**src/rtl/hps_pkg.sv**
```systemverilog
package hps_pkg;

  localparam int NUM_IN     = 6;
  localparam int IDX_PRES   = 0;
  localparam int IDX_HANDLE = 1;
  localparam int IDX_APPR   = 2;
  localparam int IDX_RMOK   = 3;
  localparam int IDX_PIND   = 4;
  localparam int IDX_MMC    = 5;

  // Safe idle values: absent module, management reset held.
  localparam logic [NUM_IN-1:0] SYNC_RST = 6'b000001;

  typedef enum logic [3:0] {
    ST_IDLE,
    ST_MGMT_WAIT,
    ST_ANNOUNCE,
    ST_ACTIVE,
    ST_RELEASE,
    ST_LED,
    ST_DROP_PAYLOAD,
    ST_PARKED,
    ST_FAULT
  } hps_state_e;

  // control -> datapath
  typedef struct packed {
    logic mgmtOn;
    logic payloadOn;
    logic announce;
    logic attention;
    logic ledOn;
    logic fault;
    logic clrTimer;
  } hps_drive_t;

  // datapath -> control
  typedef struct packed {
    logic present;
    logic handle;
    logic approved;
    logic removeOk;
    logic pwrInd;
    logic timeoutHit;
    logic stepDone;
  } hps_status_t;

endpackage

```
**src/rtl/hps_sync.sv**
```systemverilog
module hps_sync #(
  parameter int WIDTH = 1,
  parameter logic [WIDTH-1:0] RST_VAL = '0
) (
  input  logic             clk,
  input  logic             rstN,
  input  logic [WIDTH-1:0] din,
  output logic [WIDTH-1:0] dout
);
  logic [WIDTH-1:0] stage1;

  always_ff @(posedge clk) begin
    if (!rstN) begin
      stage1 <= RST_VAL;
      dout   <= RST_VAL;
    end else begin
      stage1 <= din;
      dout   <= stage1;
    end
  end
endmodule

```
**src/rtl/hps_debounce.sv**
```systemverilog
module hps_debounce #(
  parameter int   CYCLES  = 16,
  parameter logic RST_VAL = 1'b0
) (
  input  logic clk,
  input  logic rstN,
  input  logic din,
  output logic stable
);
  localparam int CW = $clog2(CYCLES + 1);
  logic [CW-1:0] cnt;

  always_ff @(posedge clk) begin
    if (!rstN) begin
      stable <= RST_VAL;
      cnt    <= '0;
    end else if (din != stable) begin
      if (cnt == CW'(CYCLES - 1)) begin
        stable <= din;
        cnt    <= '0;
      end else begin
        cnt <= cnt + CW'(1);
      end
    end else begin
      cnt <= '0;
    end
  end
endmodule

```
**src/rtl/hps_datapath.sv**
```systemverilog
module hps_datapath
  import hps_pkg::*;
#(
  parameter int DEB_CYCLES     = 16,
  parameter int TIMEOUT_CYCLES = 100000,
  parameter int STEP_CYCLES    = 64
) (
  input  logic        clk,
  input  logic        rstN,
  input  logic        presentN,
  input  logic        mmcResetN,
  input  logic        approveIn,
  input  logic        handleOpen,
  input  logic        removeOk,
  input  logic        pwrInd,
  input  hps_drive_t  drv,
  output hps_status_t stat,
  output logic        mgmtPwrEn,
  output logic        payloadPwrEn,
  output logic        hpPrsntN,
  output logic        hpAttnN,
  output logic        blueLedReq,
  output logic        errFlag,
  output logic        modEnableN
);
  localparam int TMAX = (TIMEOUT_CYCLES > STEP_CYCLES) ? TIMEOUT_CYCLES : STEP_CYCLES;
  localparam int CW   = $clog2(TMAX + 1);
  localparam int NDB  = 2;
  localparam logic [NDB-1:0] DB_RST = 2'b01;

  logic [NUM_IN-1:0] rawIn;
  logic [NUM_IN-1:0] syncIn;
  logic [NDB-1:0]    dbIn;
  logic [NDB-1:0]    dbOut;
  logic [CW-1:0]     tmr;

  assign rawIn = {mmcResetN, pwrInd, removeOk, approveIn, handleOpen, presentN};

  hps_sync #(.WIDTH(NUM_IN), .RST_VAL(SYNC_RST)) u_sync (
    .clk (clk),
    .rstN(rstN),
    .din (rawIn),
    .dout(syncIn)
  );

  assign dbIn = {syncIn[IDX_HANDLE], syncIn[IDX_PRES]};

  generate
    for (genvar g = 0; g < NDB; g++) begin : g_deb
      hps_debounce #(.CYCLES(DEB_CYCLES), .RST_VAL(DB_RST[g])) u_deb (
        .clk   (clk),
        .rstN  (rstN),
        .din   (dbIn[g]),
        .stable(dbOut[g])
      );
    end
  endgenerate

  // shared dwell / timeout counter, cleared on each state change
  always_ff @(posedge clk) begin
    if (!rstN)                    tmr <= '0;
    else if (drv.clrTimer)        tmr <= '0;
    else if (tmr != CW'(TMAX))    tmr <= tmr + CW'(1);
  end

  always_ff @(posedge clk) begin
    if (!rstN) modEnableN <= 1'b0;
    else       modEnableN <= syncIn[IDX_MMC] & syncIn[IDX_PRES];
  end

  always_comb begin
    stat.present    = ~dbOut[0];
    stat.handle     = dbOut[1];
    stat.approved   = syncIn[IDX_APPR];
    stat.removeOk   = syncIn[IDX_RMOK];
    stat.pwrInd     = syncIn[IDX_PIND];
    stat.timeoutHit = (tmr >= CW'(TIMEOUT_CYCLES - 1));
    stat.stepDone   = (tmr >= CW'(STEP_CYCLES - 1));
  end

  assign mgmtPwrEn    = drv.mgmtOn;
  assign payloadPwrEn = drv.payloadOn;
  assign hpPrsntN     = ~drv.announce;
  assign hpAttnN      = ~drv.attention;
  assign blueLedReq   = drv.ledOn;
  assign errFlag      = drv.fault;
endmodule

```
**src/rtl/hps_control.sv**
```systemverilog
module hps_control
  import hps_pkg::*;
(
  input  logic        clk,
  input  logic        rstN,
  input  hps_status_t stat,
  output hps_drive_t  drv
);
  hps_state_e state, nextState;

  always_ff @(posedge clk) begin
    if (!rstN) state <= ST_IDLE;
    else       state <= nextState;
  end

  always_comb begin
    nextState = state;
    unique case (state)
      ST_IDLE:         if (stat.present) nextState = ST_MGMT_WAIT;
      ST_MGMT_WAIT:    if (stat.approved) nextState = ST_ANNOUNCE;
                       else if (stat.timeoutHit) nextState = ST_FAULT;
      ST_ANNOUNCE:     if (stat.pwrInd) nextState = ST_ACTIVE;
                       else if (stat.timeoutHit) nextState = ST_FAULT;
      ST_ACTIVE:       if (stat.handle && stat.removeOk) nextState = ST_RELEASE;
      ST_RELEASE:      if (!stat.pwrInd) nextState = ST_LED;
                       else if (stat.timeoutHit) nextState = ST_FAULT;
      ST_LED:          if (stat.stepDone) nextState = ST_DROP_PAYLOAD;
      ST_DROP_PAYLOAD: if (stat.stepDone) nextState = ST_PARKED;
      ST_PARKED:       nextState = ST_PARKED;
      ST_FAULT:        nextState = ST_FAULT;
      default:         nextState = ST_IDLE;
    endcase
    if (!stat.present) nextState = ST_IDLE;
  end

  always_comb begin
    drv = '0;
    unique case (state)
      ST_MGMT_WAIT: drv.mgmtOn = 1'b1;
      ST_ANNOUNCE, ST_RELEASE: begin
        drv.mgmtOn    = 1'b1;
        drv.payloadOn = 1'b1;
        drv.announce  = 1'b1;
        drv.attention = 1'b1;
      end
      ST_ACTIVE: begin
        drv.mgmtOn    = 1'b1;
        drv.payloadOn = 1'b1;
        drv.announce  = 1'b1;
      end
      ST_LED: begin
        drv.mgmtOn    = 1'b1;
        drv.payloadOn = 1'b1;
        drv.announce  = 1'b1;
        drv.ledOn     = 1'b1;
      end
      ST_DROP_PAYLOAD: begin
        drv.mgmtOn = 1'b1;
        drv.ledOn  = 1'b1;
      end
      ST_PARKED: drv.ledOn = 1'b1;
      ST_FAULT:  drv.fault = 1'b1;
      default:   drv = '0;
    endcase
    drv.clrTimer = (nextState != state);
  end
endmodule

```
**src/rtl/hps_slot_sequencer.sv**
```systemverilog
module hps_slot_sequencer
  import hps_pkg::*;
#(
  parameter int DEB_CYCLES     = 16,
  parameter int TIMEOUT_CYCLES = 100000,
  parameter int STEP_CYCLES    = 64
) (
  input  logic clk,
  input  logic rstN,
  input  logic presentN,
  input  logic mmcResetN,
  input  logic approveIn,
  input  logic handleOpen,
  input  logic removeOk,
  input  logic pwrInd,
  output logic mgmtPwrEn,
  output logic payloadPwrEn,
  output logic hpPrsntN,
  output logic hpAttnN,
  output logic blueLedReq,
  output logic errFlag,
  output logic modEnableN
);
  hps_drive_t  drv;
  hps_status_t stat;

  hps_control u_ctrl (
    .clk (clk),
    .rstN(rstN),
    .stat(stat),
    .drv (drv)
  );

  hps_datapath #(
    .DEB_CYCLES    (DEB_CYCLES),
    .TIMEOUT_CYCLES(TIMEOUT_CYCLES),
    .STEP_CYCLES   (STEP_CYCLES)
  ) u_dp (
    .clk         (clk),
    .rstN        (rstN),
    .presentN    (presentN),
    .mmcResetN   (mmcResetN),
    .approveIn   (approveIn),
    .handleOpen  (handleOpen),
    .removeOk    (removeOk),
    .pwrInd      (pwrInd),
    .drv         (drv),
    .stat        (stat),
    .mgmtPwrEn   (mgmtPwrEn),
    .payloadPwrEn(payloadPwrEn),
    .hpPrsntN    (hpPrsntN),
    .hpAttnN     (hpAttnN),
    .blueLedReq  (blueLedReq),
    .errFlag     (errFlag),
    .modEnableN  (modEnableN)
  );
endmodule

```
**config.mk**
```make
export PLATFORM = sky130hd
export DESIGN_NAME = hps_slot_sequencer
export DESIGN_NICKNAME = d
export VERILOG_FILES = /design/src/rtl/hps_pkg.sv /design/src/rtl/hps_sync.sv /design/src/rtl/hps_debounce.sv /design/src/rtl/hps_datapath.sv /design/src/rtl/hps_control.sv /design/src/rtl/hps_slot_sequencer.sv
export SDC_FILE = /design/constraint.sdc
export NUM_CORES = 1
export LEC_CHECK = 0
export BUFFER_PORTS_ARGS = -buffer_cell sky130_fd_sc_hd__buf_2
export CORE_MARGIN = 2
export CORE_UTILIZATION = 50
export CTS_CLUSTER_SIZE = 28
export DETAILED_ROUTE_END_ITERATION = 16
export GPL_ROUTABILITY_DRIVEN = 0
export PLACE_DENSITY = 0.75
export SYNTH_ARGS = -nofsm -noshare
export SYNTH_HDL_FRONTEND = slang
export SYNTH_SLANG_ARGS = --single-unit
```
**constraint.sdc**
```tcl
create_clock -name clk -period 3.4 [get_ports clk]
set_input_delay 0.51 -clock clk [delete_from_list [all_inputs] [get_ports clk]]
set_output_delay 0.51 -clock clk [all_outputs]
set_load 0.02 [all_outputs]
```
* After elaboration in Yosys (flattened, before gate mapping)
Index checks and enable logic that the tools add are counted. Widths: inputs -> output; s select.
Storage, ports and cells: flip-flop bits (word level) 46, bits of input ports 8, output and inout bits 7, word-level logic and storage cells 59
Operators by class: add/sub/neg operators 3, order comparisons 2, equal/unequal tests 14, muxes and demuxes 14, bitwise logic cells 6, reductions and logical operators 11
Operators with widths (number):
- $pmux 4 s9 | 1
- $mux 4 | 8
- $add 17x1->17 const B | 1
- $ge 17x17->1 const B | 1
- $ge 17x6->1 const B | 1
- $ne 17x17->1 const B | 1
- $eq 4x3->1 const B | 4
- $add 5x1->5 const B | 2
- $eq 5x4->1 const B | 2
- $reduce_or 3->1 | 3
- $eq 4x2->1 const B | 2
- $reduce_or 6->1 | 1
- $not 1->1 | 5
- $eq 4x1->1 const B | 1
- $eq 4x4->1 const B | 1
- $logic_not 4->1 | 1
- $mux 1 | 4
- $ne 4x4->1 | 1
- $reduce_and 2->1 | 2
- $reduce_or 2->1 | 2
- $reduce_or 4->1 | 1
- $mux 2 | 1
- $ne 1x1->1 | 2
- $and 1x1->1 | 1
- $logic_and 1x1->1 | 1

* Logic depth before layout (Yosys ltp)
Gate-level depths: netlist of the first run.
depth after elaboration 7, depth in mapped cells 9, depth with buffers taken out 7

* Modules after synthesis
Synthesis of the first run repeated with hierarchy kept, for this count alone.
Unflattened totals: cells, all modules 252, area total of the unflattened synthesis 2306.0 um^2
By module, submodules not included:
- hps_datapath | times used 1, cells an instance 116, area each 984.7 um^2
- hps_control | times used 1, cells an instance 65, area each 516.7 um^2
- hps_sync | times used 1, cells an instance 25, area each 334.1 um^2
- hps_debounce at u_dp.g_deb[1].u_deb | times used 1, cells an instance 23, area each 236.5 um^2
- hps_debounce at u_dp.g_deb[0].u_deb | times used 1, cells an instance 23, area each 234.0 um^2

* Worst setup path before layout of the first run
Ideal clock, no wire load.
path type reg2reg, from register u_dp.tmr[0], to register u_dp.tmr[8], setup time 64 ps, arrival time 2218 ps, data required time 3336 ps, slack 1118 ps, cell stages (with the launch flop) 9, path buffers 1, cell sequence dfxtp_1 ha_1 and3_4 a311o_1 a211o_1 a2111oi_2 nand3_2 buf_6 nor2_1
Between the ends: word-level cells in the longest chain between the ends 7
RTL lines:
- start: declaration | line hps_datapath.sv:35 | logic [CW-1:0] tmr;
- start signal: assignment | line hps_datapath.sv:63 | else if (tmr != CW'(TMAX)) tmr <= tmr + CW'(1);
- $ge 17x17->1 | line hps_datapath.sv:77 | stat.timeoutHit = (tmr >= CW'(TIMEOUT_CYCLES - 1));
- $mux 4 | line hps_control.sv:21, hps_control.sv:23, hps_control.sv:26
- $mux 4, on equally long branches | line hps_control.sv:25, hps_control.sv:20, hps_control.sv:22
- $pmux 4 s9 | line hps_control.sv:18 | unique case (state)
- $mux 4 | line hps_control.sv:33 | if (!stat.present) nextState = ST_IDLE;
- $ne 4x4->1 | line hps_control.sv:65 | drv.clrTimer = (nextState != state);
- $reduce_or 2->1 (no line)
Parallel ways exist; a longest one is shown, timed or not. A chain may end at the register's enable or synchronous reset.

* Worst setup path after layout of the first run
from register u_ctrl.state[3], to register u_dp.tmr[2]
Between the ends: word-level cells in the longest chain between the ends 6
RTL lines:
- start: declaration | line hps_control.sv:9 | hps_state_e state, nextState;
- start signal: assignment | line hps_control.sv:13 | else state <= nextState;
- $mux 4 | line hps_control.sv:21, hps_control.sv:23, hps_control.sv:26
- $mux 4, on equally long branches | line hps_control.sv:25, hps_control.sv:20, hps_control.sv:22
- $pmux 4 s9 | line hps_control.sv:18
- $mux 4 | line hps_control.sv:33
- $ne 4x4->1 * | line hps_control.sv:65
- $reduce_or 2->1 (no line) *
Mark *: on every way between the ends. The rest lies on a longest branch, timed or not.

==> metrics.cfg, run 1 <==
[routing]
vias = 1790
via_per_inst = 5.51
firstDrtPassIters = 4
drcViolationCount = 0
ant_nets = 0
routed_wirelength_um = 4050
wl_per_cell_um = 12.5
drtIter0Drc = 93

[cts]
cts_root_buffer = clkbuf_8
cts.htree.levels = 2
cts.clk_slew.worst_paths_ns = 0.09
clock-sinks = 46
cts_buffers = 5
insertion_delay_ns = 0.30
cts_max_path_buffers = 2
cts_tree = done
post_cts_resize_count = 0
post_cts_buffers = 0
postCtsHoldBufs = 0

[setup_path]
crit_path_top_delay_cell = dfxtp_1
crit_chain = or3b_2 > a31oi_1 > a21oi_1 > o41ai_2 > nand3_2 > a21oi_1
crit_top_cell = a21oi_1
critPathMaxStageDelay_ns = 0.68
crit_type = reg2reg
reg2reg_from = u_ctrl.state[3]
cp_top_family = compound AO/OA/AOI/OAI gates
cp-endpoint = u_dp.tmr[2]
end_kind = register
crit_buf_inv = 0
path_max_fanout = 19
r2r-end = u_dp.tmr[2]
cp-start-kind = register
critical_path_depth = 6
startpoint = u_ctrl.state[3]
rrSetupSlack_ns = 0.86
worstPathArrival_ns = 2.77
crit_required_ns = 3.63
reg2reg_depth = 6

[timing]
setup_viol = 0
fin_crit_ns = 2.54
worst_pin_slew_ns = 0.700
max_freq_mhz = 394
finalCritPeriodShare_pct = 74.7
setup_tns_ns = 0
fin_skew_ns = 0.00263
rsz0062_at_grt = no
slew_headroom_pct = 53.3
worst_slack_ns = 0.860
hold_viol = 0
drv_slew = 0

[synth]
synth_top_area_cell = dfxtp_1
synthTopCellsByCount = 46 x dfxtp_1, 41 x nor2_1, 14 x and2_1
yosysTopAreaCellShare_pct = 40.6
async_reset_ff_share_pct = 0
syn_nets = 277
synth-main-ff-cell = dfxtp_1
syn_avg_cell_area_um2 = 8.63
synth-edff-count = 0
synth_cells = 263
yosys_register_bits = 46
synth_area_leaders = dfxtp_1 41%, nor2_1 6.8%, xnor2_1 5.0%
syn-cell-area_mm2 = 0.00227
ys_types = 53
yosysMostFrequentCell = dfxtp_1
seq_area_frac_synth_pct = 40.6
ys_warn_count = 0

[finish]
syn_to_final_growth_pct = 7.88
antennaDiodeCount = 0
fin_nets = 286
final_core_utilization_pct = 56.3
postLayoutCellArea_mm2 = 0.00245
final_layout_size_suffix_gt1_share_pct = 11.4
fill_cells = 395

[grt]
grt_max_degree = 25
busiest_layer = met2
antenna_found_initial = 0
grt_usage_pct = 17.3
grt_use_met3_pct = 4.22
overflow = 0
first_global_vias = 1627
grt_pass1_wl_um = 6990
use_met2_pct = 28.5
met1_usage_pct = 21.8

[place]
placed_area_mm2 = 0.00236
hpwl_um = 2850
io_buffers = 14
preCtsSetupSlack_ns = 0.860

[floorplanning]
dieArea_mm2 = 0.00510
core_area_mm2 = 0.00435
start_util_pct = 52.2
die_w_um = 71.4
rows = 24
fp.dieH_um = 71.4
io_pins = 15

[pwr]
power.density_mw_per_mm2 = 380
ir_drop_v = 0.000269
p_leak_uw = 0.000933

[worst_hold_path]
hp-class = in2reg
hold_path_startpoint = presentN
min_path_cells = 2

[flow_run]
drv_cap = 0

[outcome]
outcome = finished, final reports clean

-- cell families after synthesis --
logic type,Yosys count,share of synthesized area (%)
AO/OA/AOI/OAI,33,10.6
XOR/XNOR,22,8.49
adder cells (fa/ha/maj),6,3.31
buffers and inverters,25,4.68
flip-flops,46,40.6
multiplexers,4,1.76
AND/OR/NAND/NOR,127,30.6
-- metal layers --
metal	vias up	routed length (um)
li1	933	-
met3	7	145
met5	-	0
met4	0	61
met1	821	1980
met2	29	1860
-- cell type report --
cell class | instances | area (um2) | share of cell area (%)
Multi-Input combinational cell | 192 | 1240 | 50.8
Sequential cell | 46 | 921 | 37.6
Timing Repair Buffer | 16 | 85.1 | 3.47
Clock buffer | 5 | 68.8 | 2.81
Tap cell | 52 | 65.1 | 2.66
Inverter | 11 | 41.3 | 1.69
Clock inverter | 3 | 25.0 | 1.02
-- layout by cell type (no fill, tap or decap), types with 3 or more instances in the layout --
master     n
inv_1     11
mux2i_1    4
nand2_1   12
clkbuf_8   5
nand4_1    5
dfxtp_1   46
nor3_1     7
or3_1      4
nor2_1    41
and3_1     9
a211oi_1   4
ha_1       6
nand3_1    7
xor2_1     9
xnor2_1   13
nor4_1     4
and2_1    14
buf_2     14
a21oi_1   11
nand2b_1   3
-- worst min path at each step --
stage | end | slack [ns]
after detailed placement | u_dp.u_sync.dout[0] | 0.41
after floorplan | u_dp.u_sync.dout[0] | 0.39
after CTS | u_dp.u_sync.stage1[0] | 0.37
after global placement | u_dp.u_sync.dout[0] | 0.39
after global routing | u_dp.u_sync.stage1[2] | 0.40
final | u_dp.u_sync.stage1[0] | 0.38
-- report_power, final --
group / leakage (uW) / switching, uW / internal [uW]
combinational: 0.000514 / 15.7 / 15.0
sequential: 0.000374 / 7.73 / 549
clock: 0.0000447 / 194 / 148
total: 0.000933 / 217 / 712
-- metrics by stage --
stage          total power (uW)  hold slack, ns  cells
3_3_place_gp                599           0.391    317
4_1_cts                     946           0.372    325
5_1_grt                     972           0.397    325
6_report                    930           0.380    325
3_5_place_dp                601           0.407    317
2_1_floorplan               591           0.386    263
-- registers in the layout, summed over array words and instances, names as in the netlist --
signal                   flops
u_dp.g_deb.u_deb.stable      2
u_dp.g_deb.u_deb.cnt        10
u_dp.u_sync.dout             6
u_dp.tmr                    17
u_ctrl.state                 4
u_dp.u_sync.stage1           6
u_dp.modEnableN              1
No activity file was read; power rests on OpenSTA's default activity.
==> run 2, diff against run 1 <==
Settings changed: PLACE_DENSITY 0.75 to 0.77.
Clock period 3.4 ns to 2.2 ns, I/O delays scaled along.
==> metrics.cfg, run 2 (same netlist as run 1, synthesis figures left out) <==
[grt]
overflow = 0  ; unchanged
grt_pass1_wl_um = 7200  ; +3.1%
first_global_vias = 1729  ; +6.3%
grt_usage_pct = 17.4  ; +0.072 points
antenna_found_initial = 0  ; unchanged
grt_max_degree = 18  ; -28%

[finish]
largest_register_ff_count = 17  ; unchanged
layout_commonest_cell = dfxtp_1
antennaDiodeCount = 0  ; unchanged
stdcell_count = 334  ; +2.8%
reg_top3 = u_dp.tmr (17), u_dp.g_deb.u_deb.cnt (10)
fin_nets = 295  ; +3.1%
syn_to_final_growth_pct = 14.7
largest-register = u_dp.tmr
final_cell_mix = 42 x dfxtp_1, 40 x nor2_1, 14 x and2_1, 14 x buf_2, 13 x xnor2_1
final_layout_size_suffix_gt1_share_pct = 17.4  ; +6.0 points
fill_cells = 390  ; -1.3%

[setup_path]
r2r-end = u_dp.tmr[2]
cp_top_family = compound AO/OA/AOI/OAI gates
cp-start-kind = register
end_kind = register
rrSetupSlack_ns = 0.11  ; -0.75 ns
critPathMaxStageDelay_ns = 0.37  ; -0.31 ns
path_max_fanout = 17  ; -2
crit_buf_inv = 2  ; +2
reg2reg_depth = 9  ; +3
crit_chain = ha_4 > and3_4 > a311o_1 > a211o_1 > buf_6 > o211ai_1 > nand3_2 > buf_12 > a21oi_1
crit_type = reg2reg
crit_path_top_delay_cell = dfxtp_4
reg2reg_from = u_dp.tmr[0]
worstPathArrival_ns = 2.32  ; -0.45 ns
crit_required_ns = 2.43  ; -1.20 ns

[pwr]
p_clk_share_pct = 40.7  ; +3.9 points
power_uw = 1550  ; +67%
combinationalPowerShare_pct = 3.7  ; +0.4 points
ir_drop_v = 0.000510  ; +89%
p_int_uw = 1220  ; +71%
p_leak_uw = 0.00100  ; +7.2%
swShare_pct = 21.4  ; -2.0 points
pwr-share-seq_pct = 55.5  ; -4.4 points
power.density_mw_per_mm2 = 594  ; +57%
p_switching_uw = 331  ; +52%

[timing]
worst_pin_slew_ns = 0.394  ; -0.306 ns
setup_viol = 0  ; unchanged
drv_slew = 0  ; unchanged
hold_viol = 0  ; unchanged
fin_skew_ns = 0.00531  ; +0.00269 ns
max_freq_mhz = 479  ; +22%
slew_headroom_pct = 73.6  ; +20 points
fin_crit_ns = 2.09  ; -0.451 ns
rsz0062_at_grt = no
finalCritPeriodShare_pct = 95.0  ; +20 points
worst_slack_ns = 0.111  ; -0.749 ns
setup_tns_ns = 0  ; unchanged

[floorplanning]
io_pins = 15  ; unchanged
core_area_mm2 = 0.00435  ; unchanged
rows = 24  ; unchanged
dieArea_mm2 = 0.00510  ; unchanged
fp.dieH_um = 71.4  ; unchanged
start_util_pct = 52.2  ; unchanged
die_w_um = 71.4  ; unchanged

[outcome]
outcome = finished, final reports clean

[cts]
cts.htree.levels = 2  ; unchanged
cts_buffers = 5  ; unchanged
cts_max_path_buffers = 2  ; unchanged
insertion_delay_ns = 0.30  ; about the same
clock-sinks = 46  ; unchanged
cts_root_buffer = clkbuf_8
post_cts_buffers = 0  ; unchanged
cts_tree = done
cts.clk_slew.worst_paths_ns = 0.09  ; about the same
postCtsHoldBufs = 0  ; unchanged

[place]
preCtsSetupSlack_ns = 0.00812  ; -0.852 ns
io_buffers = 14  ; unchanged
dp.cells = 326  ; +2.8%
hpwl_um = 2920  ; +2.3%

[worst_hold_path]
min_path_cells = 2  ; unchanged
holdPathEnd = u_dp.u_sync.stage1[0]
hp-class = in2reg
hold_path_startpoint = presentN

[routing]
ant_nets = 0  ; unchanged
firstDrtPassIters = 4  ; unchanged
wl_per_cell_um = 12.6  ; +1.4%
via_per_inst = 5.60  ; +1.8%
routed_wirelength_um = 4220  ; +4.2%
drcViolationCount = 0  ; unchanged
drtIter0Drc = 116  ; +25%
vias = 1872  ; +4.6%

[flow_run]
drv_cap = 0  ; unchanged

==> run 2: timing repair <==
item                                    in CTS  in global routing
pin swaps                                    0                  4
endpoints found under the hold margin        0                  0
gates resized for setup                      1                  8
endpoints found under the setup margin       4                 17
==> run 2: cell type report <==
| cell class | instances | area, um2 | area share (%) |
|---|---|---|---|
| tap | 52 | 65.1 | 2.50 |
| clock inverter | 3 | 43.8 | 1.68 |
| sequential | 46 | 931 | 35.7 |
| timing repair buffer | 25 | 169 | 6.48 |
| clock buffer | 5 | 68.8 | 2.64 |
| multi-input combinational | 192 | 1290 | 49.4 |
| inverter | 11 | 41.3 | 1.59 |
==> run 2: stage by stage <==
step / utilization, % / hold WS, ns / cell area, um2
finish: 59.8 / 0.210 / 2610
detailed placement: 56.4 / 0.408 / 2450
global route: 59.8 / 0.192 / 2610
floorplan: - / 0.386 / 2290
global placement: 56.4 / 0.389 / 2450
CTS: 59.0 / 0.205 / 2570
==> run 2: worst reg2reg max path, cell delays in order, from the launching register on <==
cell      delay [ns]
dfxtp_4         0.37
ha_4            0.18
and3_4          0.18
a311o_1         0.26
a211o_1         0.32
buf_6           0.15
o211ai_1        0.18
nand3_2         0.11
buf_12          0.17
a21oi_1         0.11
==> run 2: power by group through the flow <==
stage | registers, uW | logic, uW | clock network [uW]
after floorplan | 879 | 36.6 | 0
after global placement | 880 | 55.1 | 0
after detailed placement | 881 | 57.4 | 0
after CTS | 861 | 57.8 | 647
after global routing | 862 | 65.3 | 691
final | 860 | 57.9 | 631
==> run 2: layer usage <==
metal  vias to the layer above  global-route usage, %  routed length, um
met5                         -                      0                  0
met4                         0                   7.13                 56
met3                         7                   4.36                166
met2                        41                   30.2               2080
met1                       868                   20.3               1920
li1                        956                      -                  -
==> run 2: how the worst max path moves through the flow <==
stage / startpoint / endpoint / slack (ns) / cells after the start
6_report: u_dp.tmr[0] / u_dp.tmr[2] / 0.11 / 9
5_1_grt: u_ctrl.state[2] / u_dp.tmr[8] / 0.008 / 7
4_1_cts: u_dp.tmr[0] / u_dp.tmr[1] / 0.03 / 8
3_5_place_dp: u_ctrl.state[0] / u_dp.tmr[2] / 0.008 / 8
3_3_place_gp: u_ctrl.state[0] / u_dp.tmr[2] / 0.04 / 8
2_1_floorplan: u_dp.tmr[0] / u_dp.tmr[8] / 0.06 / 8
